File: config.mk
export PLATFORM = sky130hd
export DESIGN_NAME = prio_bus_arbiter
export DESIGN_NICKNAME = d
export VERILOG_FILES = /design/src/rtl/arb_pkg.sv /design/src/rtl/arb_pick.sv /design/src/rtl/burst_timer.sv /design/src/rtl/prio_bus_arbiter.sv
export SDC_FILE = /design/constraint.sdc
export NUM_CORES = 1
export LEC_CHECK = 0
export BUFFER_PORTS_ARGS = -buffer_cell sky130_fd_sc_hd__buf_2
export CORE_ASPECT_RATIO = 1.2
export CORE_MARGIN = 2
export CORE_UTILIZATION = 45
export CTS_CLUSTER_SIZE = 25
export DETAILED_ROUTE_END_ITERATION = 8
export PLACE_DENSITY = 0.72
export SLEW_MARGIN = 20
export SYNTH_ARGS = -nofsm -noshare
export SYNTH_HDL_FRONTEND = slang
export SYNTH_SLANG_ARGS = --single-unit
File: constraint.sdc
create_clock -name clk -period 11.8 [get_ports clk]
set_input_delay 2.36 -clock clk [delete_from_list [all_inputs] [get_ports clk]]
set_output_delay 2.36 -clock clk [all_outputs]
set_load 0.01 [all_outputs]
File: src/rtl/arb_pkg.sv
package arb_pkg;

    typedef logic [1:0] level_t;

    typedef enum logic {
        TIE_FIXED = 1'b0,
        TIE_ROUND = 1'b1
    } tie_mode_e;

    localparam int LEVEL_BITS = 2;

    // index of the slot after i in a ring of n slots
    function automatic int unsigned ring_next(input int unsigned i, input int unsigned n);
        return (i + 1 >= n) ? 0 : i + 1;
    endfunction

endpackage

File: src/rtl/arb_pick.sv
module arb_pick
    import arb_pkg::*;
#(
    parameter int N_MASTERS = 4,
    parameter int IDX_W     = 2
) (
    input  logic [N_MASTERS-1:0]            req,
    input  logic [LEVEL_BITS*N_MASTERS-1:0] prio,
    input  tie_mode_e                       mode,
    input  logic [IDX_W-1:0]                ptr,
    output logic                            any_req,
    output level_t                          top_lvl,
    output logic [IDX_W-1:0]                win_idx
);

    logic [N_MASTERS-1:0] tied;

    // highest requesting level
    always_comb begin
        top_lvl = '0;
        for (int i = 0; i < N_MASTERS; i++) begin
            if (req[i] && (prio[i*LEVEL_BITS +: LEVEL_BITS] > top_lvl))
                top_lvl = prio[i*LEVEL_BITS +: LEVEL_BITS];
        end
    end

    generate
        for (genvar g = 0; g < N_MASTERS; g++) begin : g_tie
            assign tied[g] = req[g] && (prio[g*LEVEL_BITS +: LEVEL_BITS] == top_lvl);
        end
    endgenerate

    assign any_req = |req;

    // choose one member of the tied set
    always_comb begin
        int  idx;
        logic found;
        win_idx = '0;
        found   = 1'b0;
        idx     = 0;
        if (mode == TIE_FIXED) begin
            for (int i = 0; i < N_MASTERS; i++) begin
                if (tied[i] && !found) begin
                    win_idx = IDX_W'(i);
                    found   = 1'b1;
                end
            end
        end else begin
            for (int k = 0; k < N_MASTERS; k++) begin
                idx = int'(ptr) + k;
                if (idx >= N_MASTERS) idx = idx - N_MASTERS;
                if (tied[idx] && !found) begin
                    win_idx = IDX_W'(idx);
                    found   = 1'b1;
                end
            end
        end
    end

endmodule

File: src/rtl/burst_timer.sv
module burst_timer #(
    parameter int LIMIT_W = 8
) (
    input  logic               clk,
    input  logic               rst,
    input  logic               load,
    input  logic [LIMIT_W-1:0] limit,
    input  logic               active,
    output logic               expired
);

    logic [LIMIT_W-1:0] count_q;

    always_ff @(posedge clk) begin
        if (rst) begin
            count_q <= '0;
        end else if (load) begin
            count_q <= limit;
        end else if (active && (count_q != '0)) begin
            count_q <= count_q - LIMIT_W'(1);
        end
    end

    assign expired = (count_q == '0);

    assert_load_R7: assert property (@(posedge clk) disable iff (rst)
        load |=> (count_q == $past(limit)));

    assert_count_down_R7: assert property (@(posedge clk) disable iff (rst)
        (!load && active && (count_q != '0)) |=> (count_q == $past(count_q) - LIMIT_W'(1)));

    assert_floor_R7: assert property (@(posedge clk) disable iff (rst)
        (!load && (count_q == '0)) |=> (count_q == '0));

endmodule

File: src/rtl/prio_bus_arbiter.sv
module prio_bus_arbiter
    import arb_pkg::*;
#(
    parameter int N_MASTERS = 4,
    parameter int LIMIT_W   = 8
) (
    input  logic                            clk,
    input  logic                            rst,
    input  logic [N_MASTERS-1:0]            req,
    input  logic [LEVEL_BITS*N_MASTERS-1:0] prio,
    input  logic                            rr_mode,
    input  logic [LIMIT_W-1:0]              burst_limit,
    input  logic [N_MASTERS-1:0]            burst_act,
    input  logic                            xfer_done,
    output logic [N_MASTERS-1:0]            grant
);

    localparam int IDX_W = (N_MASTERS > 1) ? $clog2(N_MASTERS) : 1;

    initial begin
        assert (N_MASTERS >= 2 && N_MASTERS <= 16);
    end

    logic [N_MASTERS-1:0] grant_q;
    level_t               owner_lvl_q;
    logic [IDX_W-1:0]     rr_ptr_q;

    logic                 any_req;
    level_t               top_lvl;
    logic [IDX_W-1:0]     win_idx;
    logic                 expired;
    logic                 higher_waiting;
    logic                 preempt;
    logic                 award;
    logic                 owner_busy;
    logic [IDX_W-1:0]     next_ptr;

    arb_pick #(
        .N_MASTERS (N_MASTERS),
        .IDX_W     (IDX_W)
    ) u_pick (
        .req     (req),
        .prio    (prio),
        .mode    (tie_mode_e'(rr_mode)),
        .ptr     (rr_ptr_q),
        .any_req (any_req),
        .top_lvl (top_lvl),
        .win_idx (win_idx)
    );

    assign owner_busy = |(burst_act & grant_q);

    burst_timer #(
        .LIMIT_W (LIMIT_W)
    ) u_timer (
        .clk     (clk),
        .rst     (rst),
        .load    (award && any_req),
        .limit   (burst_limit),
        .active  (owner_busy),
        .expired (expired)
    );

    assign higher_waiting = (grant_q != '0) && any_req && (top_lvl > owner_lvl_q);
    assign preempt        = expired && higher_waiting;
    assign award          = (grant_q == '0) || xfer_done || preempt;
    assign next_ptr       = IDX_W'(ring_next(int'(win_idx), N_MASTERS));

    always_ff @(posedge clk) begin
        if (rst) begin
            grant_q     <= '0;
            owner_lvl_q <= '0;
            rr_ptr_q    <= '0;
        end else if (award) begin
            if (any_req) begin
                grant_q     <= N_MASTERS'(1) << win_idx;
                owner_lvl_q <= top_lvl;
                rr_ptr_q    <= next_ptr;
            end else begin
                grant_q <= '0;
            end
        end
    end

    assign grant = grant_q;

    assert_onehot_R2: assert property (@(posedge clk) disable iff (rst)
        $onehot0(grant_q));

    assert_stay_idle_R2: assert property (@(posedge clk) disable iff (rst)
        ((req == '0) && (grant_q == '0)) |=> (grant_q == '0));

    assert_winner_requested_R3: assert property (@(posedge clk) disable iff (rst)
        (award && (req != '0)) |=> ((grant_q & $past(req)) != '0));

    assert_keep_owner_R6: assert property (@(posedge clk) disable iff (rst)
        ((grant_q != '0) && !xfer_done && !preempt) |=> $stable(grant_q));

    assert_preempt_raises_R8: assert property (@(posedge clk) disable iff (rst)
        preempt |=> (owner_lvl_q > $past(owner_lvl_q)));

    assert_release_R9: assert property (@(posedge clk) disable iff (rst)
        (xfer_done && (req == '0)) |=> (grant_q == '0));

endmodule

==> results of run 1 <==
-- layout make-up --
cell class	instances	share of cell area (%)
multi-input combinational	162	65.6
sequential	16	17.8
timing repair buffer	31	8.64
clock buffer	4	3.07
tap	37	2.58
inverter	11	2.30
-- critical path, stage by stage --
cell                        delay, ns
sky130_fd_sc_hd__buf_2           0.12
sky130_fd_sc_hd__nand2_1         0.27
sky130_fd_sc_hd__ha_1            0.33
sky130_fd_sc_hd__a21boi_2        0.19
sky130_fd_sc_hd__o21a_4          0.23
sky130_fd_sc_hd__mux2i_1         0.29
sky130_fd_sc_hd__inv_2           0.09
sky130_fd_sc_hd__ha_1            0.29
sky130_fd_sc_hd__nor2_1          0.33
sky130_fd_sc_hd__o2111ai_2       0.24
sky130_fd_sc_hd__a32oi_2         0.40
sky130_fd_sc_hd__nand2_1         0.10
sky130_fd_sc_hd__ha_1            0.28
sky130_fd_sc_hd__nand2_1         0.07
sky130_fd_sc_hd__o211ai_2        0.20
sky130_fd_sc_hd__o2111ai_1       0.24
sky130_fd_sc_hd__and2_1          0.25
sky130_fd_sc_hd__ha_1            0.29
sky130_fd_sc_hd__a2111oi_0       0.46
sky130_fd_sc_hd__nor2_1          0.17
sky130_fd_sc_hd__o41ai_1         0.16
sky130_fd_sc_hd__nand2b_1        0.51
sky130_fd_sc_hd__a31oi_1         0.28
sky130_fd_sc_hd__o21ai_0         0.13
sky130_fd_sc_hd__a221oi_2        0.21
-- worst max-delay path by stage --
stage / start / end / slack, ns / cells after the start
after detailed placement: prio[1] / rr_ptr_q[0] / 3.28 / 25
after global routing: prio[1] / rr_ptr_q[0] / 2.92 / 25
after CTS: prio[1] / rr_ptr_q[0] / 3.51 / 25
after floorplan: prio[1] / rr_ptr_q[1] / 4.40 / 26
final: prio[1] / rr_ptr_q[0] / 3.47 / 25
after global placement: prio[1] / rr_ptr_q[0] / 3.48 / 25
-- cells in the final DEF (no fill, tap or decap), types with 3 or more instances in the layout --
cell	instances
sky130_fd_sc_hd__a211oi_1	8
sky130_fd_sc_hd__a21oi_1	8
sky130_fd_sc_hd__a22oi_1	4
sky130_fd_sc_hd__a31oi_1	3
sky130_fd_sc_hd__a41oi_1	3
sky130_fd_sc_hd__and2_1	5
sky130_fd_sc_hd__buf_2	31
sky130_fd_sc_hd__clkbuf_8	4
sky130_fd_sc_hd__dfxtp_1	16
sky130_fd_sc_hd__ha_1	12
sky130_fd_sc_hd__inv_1	10
sky130_fd_sc_hd__nand2_1	21
sky130_fd_sc_hd__nand3b_1	3
sky130_fd_sc_hd__nor2_1	25
sky130_fd_sc_hd__o211ai_1	3
sky130_fd_sc_hd__o21a_1	3
sky130_fd_sc_hd__o21ai_0	8
sky130_fd_sc_hd__xnor2_1	8
sky130_fd_sc_hd__xor2_1	3
-- routing by layer --
| metal | vias up | wire, um |
|---|---|---|
| met5 | - | 0 |
| met4 | 0 | 37 |
| met3 | 4 | 167 |
| met2 | 47 | 1740 |
| met1 | 705 | 1550 |
| li1 | 781 | - |
-- sequential cells by signal, indices dropped and copies added, names as in the netlist --
register         count
owner_lvl_q          2
rr_ptr_q             2
u_timer.count_q      8
grant                4
-- stage by stage --
step	power [uW]	cell area, um^2
floorplan	166	1560
global placement	191	1740
detailed placement	193	1740
CTS	242	1800
global route	262	1800
finish	241	1800
-- where the power goes --
part           internal [uW]  leakage, uW  switching, uW
combinational           50.5     0.000592           66.7
clock                   29.7    0.0000288           19.6
sequential              65.1     0.000133           9.40
total                    145     0.000753           95.7
-- cell families (layout without fill, tap and decap cells) --
group / count (synthesis) / in the layout / share of synthesized area, %
multiplexers: 3 / 3 / 2.24
XOR/XNOR: 11 / 11 / 6.17
AO/OA/AOI/OAI: 60 / 60 / 31.7
flip-flops: 16 / 16 / 20.5
buffers and inverters: 15 / 46 / 4.09
adder cells (fa/ha/maj): 12 / 12 / 9.62
AND/OR/NAND/NOR: 76 / 76 / 25.6
==> metrics.json, run 1 <==
{
  "run_status": "complete, no violations",
  "multi_input_comb_area_um2": 1180,
  "worst_r2r_endpoint": "rr_ptr_q[0]",
  "cts_num_sinks": 16,
  "cts-buffers-inserted": 3,
  "global_routing_usage_on_met3_pct": 1.68,
  "placed_cells": 257,
  "cts-htree-levels": 1,
  "maxClockFrequency_ghz": 0.120,
  "final_layout_size_suffix_gt1_share_pct": 24.1,
  "floorplan.initialDensity_pct": 46.8,
  "final.hold.worst_slack_ns": 0.498,
  "maxCapViolations": 0,
  "post_cts_buffers": 0,
  "timing.final.max_slew_violations": 0,
  "hold_depth": 2,
  "synth_sequential_area_ratio_pct": 20.5,
  "worstHoldStart": "owner_lvl_q[1]",
  "post-synth-top-count-cell": "sky130_fd_sc_hd__nor2_1",
  "detail-route-antenna-nets": 0,
  "post_drt_wl_per_cell_um": 13.4,
  "power_leakage_uw": 0.000753,
  "ys_seq_elements": 16,
  "grt_util_all_layers_pct": 18.5,
  "antenna_violations_before_repair": 0,
  "grt_busiest_layer": "met2",
  "netlist.area_leader.share_pct": 20.5,
  "cts_hold_buffers": 0,
  "final.fill_count": 335,
  "reg2reg_depth": 9,
  "post_synth_instance_area_um2": 1560,
  "postSynthAreaPerCell_um2": 8.09,
  "resized_cells_post_cts": 0,
  "critical_path.reg2reg.startpoint": "owner_lvl_q[1]",
  "growth_of_design_area_from_synthesis_to_finish_pct": 15.0,
  "synthesis.nets": 233,
  "synth.area.top_cells": "sky130_fd_sc_hd__dfxtp_1 (21%), sky130_fd_sc_hd__ha_1 (9.6%), sky130_fd_sc_hd__nor2_1 (6.0%)",
  "post_synth_inst_count": 193,
  "timing.hold.worst_endpoint": "owner_lvl_q[1]",
  "insertedDiodeCount": 0,
  "fp.dieH_um": 68.5,
  "first_global_vias": 1426,
  "die_width_um": 57.8,
  "avgViaCountPerCell": 5.89,
  "max-vdd-ir-drop_uv": 110,
  "finish.utilization_pct": 53.8,
  "overflow": 0,
  "floorplan.core_area_um2": 3340,
  "remaining_drc_errors": 0,
  "worst_setup_path_end_kind": "flop",
  "timing.final.hold_violations": 0,
  "cts.root.buffer_cell": "sky130_fd_sc_hd__clkbuf_8",
  "cts_tree": "built",
  "timing_worst_slew_pin_value_ns": 0.668,
  "yosys_most_used_dff": "sky130_fd_sc_hd__dfxtp_1",
  "globalRouteMet2Util_pct": 35.8,
  "fin_skew_ns": 0.00126,
  "clkLatencyLatePin_ns": 0.25,
  "ys.warnings.count": 0,
  "path_class": "input pin to flop",
  "number_of_iterations_in_the_first_detailed_routing_pass": 4,
  "std_cell_rows": 23,
  "synth_top_cell_by_area": "sky130_fd_sc_hd__dfxtp_1",
  "drt_first_iter_violations": 78,
  "edff_count_synth": 0,
  "finalNonFillerCells": 261,
  "dp_hpwl_mm": 2.74,
  "final.min_clock_period_ns": 8.33,
  "worst_hold_path_type": "flop to flop",
  "setup_tns_ns": 0,
  "setup_slack_ns": 3.47,
  "post_synth_most_frequent_cells": "sky130_fd_sc_hd__nor2_1 (25), sky130_fd_sc_hd__nand2_1 (21), sky130_fd_sc_hd__dfxtp_1 (16)",
  "groute.layer.met1.usage_pct": 20.6,
  "num_vias": 1537,
  "post-route-period-util_pct": 70.6,
  "gpl.final_weighted_congestion": 0.871,
  "yosys.cell_types.count": 57,
  "synthArstFlopShare_pct": 0,
  "register_clock_pin_slew_on_the_reported_worst_setup_and_hold_paths_ns": 0.06,
  "setup_viol": 0,
  "worst-path-max-fanout": 19,
  "cp_data_required_time_ns": 11.97,
  "setup.worst_path.start_class": "input pin",
  "io_buffers": 31,
  "grt_max_degree": 20,
  "power.density_cell_area_nw_per_um2": 134,
  "floorplan.io_pins": 32,
  "grt_first_pass_wirelength_mm": 5.76,
  "total_wirelength_of_the_detailed_routed_design_mm": 3.50,
  "worstPathArrival_ns": 8.51,
  "design.final.nets": 265,
  "rsz0062_at_grt": "no",
  "fp.dieArea_um2": 3960,
  "timing.reg2reg.setup_slack_ns": 9.13,
  "seq_area_um2": 320,
  "preCtsSetupSlack_ns": 3.28,
  "clockBufferDepth": 2,
  "maxSlewHeadroom_pct": 55.1
}
Note: power is estimated with default switching activity, not from simulation.
==> inputs of run 2 (changes only) <==
--- a/config.mk
+++ b/config.mk
@@ -5,13 +5,14 @@
 export SDC_FILE = /design/constraint.sdc
 export NUM_CORES = 1
 export LEC_CHECK = 0
+export ABC_AREA = 1
 export BUFFER_PORTS_ARGS = -buffer_cell sky130_fd_sc_hd__buf_2
 export CORE_ASPECT_RATIO = 1.2
 export CORE_MARGIN = 2
 export CORE_UTILIZATION = 45
 export CTS_CLUSTER_SIZE = 25
 export DETAILED_ROUTE_END_ITERATION = 8
-export PLACE_DENSITY = 0.72
+export PLACE_DENSITY = 0.71
 export SLEW_MARGIN = 20
 export SYNTH_ARGS = -nofsm -noshare
 export SYNTH_HDL_FRONTEND = slang
==> constraint.sdc (replaced) <==
create_clock -name clk -period 7.91 [get_ports clk]
set_input_delay 1.582 -clock clk [delete_from_list [all_inputs] [get_ports clk]]
set_output_delay 1.582 -clock clk [all_outputs]
set_load 0.01 [all_outputs]
==> metrics.json, run 2 <==
{
  "cts-buffers-inserted": 3,
  "post_synth_inst_count": 264,
  "final.fill_count": 367,
  "worstPathArrival_ns": 6.31,
  "max-vdd-ir-drop_uv": 153,
  "maxSlewHeadroom_pct": 58.2,
  "power.density_cell_area_nw_per_um2": 272,
  "floorplan.core_area_um2": 3400,
  "std_cell_rows": 23,
  "yosys_most_used_dff": "sky130_fd_sc_hd__dfxtp_1",
  "seq_area_um2": 320,
  "maxCapViolations": 0,
  "setup_viol": 0,
  "worst_hold_path_type": "flop to flop",
  "reg2reg_depth": 12,
  "floorplan.initialDensity_pct": 47.4,
  "dp_hpwl_mm": 3.04,
  "synth.area.top_cells": "sky130_fd_sc_hd__dfxtp_1 (20%), sky130_fd_sc_hd__nand2_1 (16%), sky130_fd_sc_hd__nand3_1 (12%)",
  "post_synth_most_frequent_cells": "sky130_fd_sc_hd__nand2_1 (69), sky130_fd_sc_hd__nand3_1 (40), sky130_fd_sc_hd__inv_1 (33)",
  "synthArstFlopShare_pct": 0,
  "worst-path-max-fanout": 17,
  "setup_tns_ns": 0,
  "postSynthAreaPerCell_um2": 6.09,
  "edff_count_synth": 0,
  "ys.warnings.count": 0,
  "setup_slack_ns": 1.72,
  "growth_of_design_area_from_synthesis_to_finish_pct": 14.0,
  "timing_worst_slew_pin_value_ns": 0.622,
  "path_class": "input pin to flop",
  "cp_common_cell": "sky130_fd_sc_hd__nand2_1",
  "overflow": 0,
  "netlist.area_leader.share_pct": 19.9,
  "setup.worst_path.start_class": "input pin",
  "register_clock_pin_slew_on_the_reported_worst_setup_and_hold_paths_ns": 0.07,
  "design_area_um2": 1830,
  "first_global_vias": 1646,
  "multi_input_comb_area_um2": 1130,
  "io_buffers": 31,
  "grt_util_all_layers_pct": 20.5,
  "gpl.final_weighted_congestion": 0.902,
  "cts_num_sinks": 16,
  "critical-path-slowest-cell": "sky130_fd_sc_hd__nor2_2",
  "placed_cell_area_um2": 1790,
  "power_leakage_uw": 0.000961,
  "resized_cells_post_cts": 0,
  "maxClockFrequency_ghz": 0.162,
  "avgViaCountPerCell": 5.39,
  "cts.root.buffer_cell": "sky130_fd_sc_hd__clkbuf_8",
  "largest_register_ff_count": 8,
  "num_vias": 1785,
  "fin_skew_ns": 0.00750,
  "timing.final.max_slew_violations": 0,
  "finish.utilization_pct": 54.0,
  "fp.dieArea_um2": 4070,
  "number_of_iterations_in_the_first_detailed_routing_pass": 4,
  "detail-route-antenna-nets": 0,
  "post-synth-top-count-cell": "sky130_fd_sc_hd__nand2_1",
  "drt_first_iter_violations": 93,
  "fp.dieH_um": 69.5,
  "timing.final.hold_violations": 0,
  "post-route-period-util_pct": 78.2,
  "die_width_um": 58.6,
  "ys_seq_elements": 16,
  "cpPeakStageDelay_ns": 0.50,
  "mostFrequentLayoutCell": "sky130_fd_sc_hd__nand2_1",
  "remaining_drc_errors": 0,
  "most-common-layout-cells": "sky130_fd_sc_hd__nand2_1 (69), sky130_fd_sc_hd__nand3_1 (40), sky130_fd_sc_hd__inv_1 (33)",
  "synth_top_cell_by_area": "sky130_fd_sc_hd__dfxtp_1",
  "cts_hold_buffers": 0,
  "preCtsSetupSlack_ns": 1.42,
  "registers.top_by_ff_count": "u_timer.count_q",
  "antenna_violations_before_repair": 0,
  "clockBufferDepth": 2,
  "grt_max_degree": 18,
  "grt_first_pass_wirelength_mm": 6.82,
  "post_drt_wl_per_cell_um": 11.3,
  "final.min_clock_period_ns": 6.19,
  "rsz0062_at_grt": "no",
  "floorplan.io_pins": 32,
  "synthesis.nets": 304,
  "design.final.nets": 336,
  "yosys.cell_types.count": 30,
  "cp_data_required_time_ns": 8.03,
  "total_wirelength_of_the_detailed_routed_design_mm": 3.74,
  "worst_setup_path_end_kind": "flop",
  "synth_sequential_area_ratio_pct": 19.9,
  "post_cts_buffers": 0,
  "run_status": "complete, no violations",
  "final_layout_size_suffix_gt1_share_pct": 17.7,
  "hold_depth": 2,
  "post_synth_instance_area_um2": 1610,
  "insertedDiodeCount": 0,
  "clkLatencyLatePin_ns": 0.25,
  "p_total_uw": 499,
  "cts_tree": "built",
  "cts-htree-levels": 1
}
==> run 2: metal layers <==
layer	part of all wire (%)	GRT usage, %
met4	1.6	6.82
met5	0	0
met3	2.9	2.80
met1	46	25.5
met2	50	35.3
==> run 2: worst paths after layout <==
check                     start                  to  slack [ns]
max                     prio[1]  u_timer.count_q[3]        1.72
min reg2reg            grant[2]            grant[2]        0.50
min                    grant[2]            grant[2]        0.50
max reg2reg  u_timer.count_q[0]  u_timer.count_q[3]        5.07
==> run 2: kinds of logic (layout without fill, tap and decap cells) <==
family | Yosys count | in the layout | share of synthesized area [%]
fa+ha+maj | 12 | 12 | 9.33
compound gates | 35 | 35 | 13.1
flops | 16 | 16 | 19.9
simple gates | 153 | 153 | 44.2
xor+xnor | 7 | 7 | 3.81
buf+inv | 41 | 71 | 9.72
==> run 2: worst max-delay path: cells and delay by family <==
| kind | cells | cell delay (ns) |
|---|---|---|
| buf+inv | 6 | 0.70 |
| compound gates | 8 | 0.98 |
| fa+ha+maj | 4 | 1.11 |
| simple gates | 16 | 1.93 |
==> run 2: area by class of cell <==
cell class | instances | area share [%]
well taps | 37 | 2.52
flip-flops and latches | 16 | 17.5
clock buffers | 3 | 2.25
repair buffers | 31 | 8.46
inverters | 37 | 7.57
multi-input cells | 207 | 61.7
==> run 2: power breakdown <==
| part | total (uW) | switching, uW | leakage [uW] | internal [uW] |
|---|---|---|---|---|
| registers | 130 | 24.9 | 0.000133 | 105 |
| logic | 306 | 195 | 0.000807 | 111 |
| clock network | 62.8 | 29.0 | 0.0000216 | 33.8 |
==> run 2: per-stage QoR <==
| stage | hold slack [ns] | std cells |
|---|---|---|
| after floorplan | 0.471 | 264 |
| after global placement | 0.487 | 328 |
| after detailed placement | 0.488 | 328 |
| after CTS | 0.498 | 331 |
| after global routing | 0.526 | 331 |
| final | 0.501 | 331 |
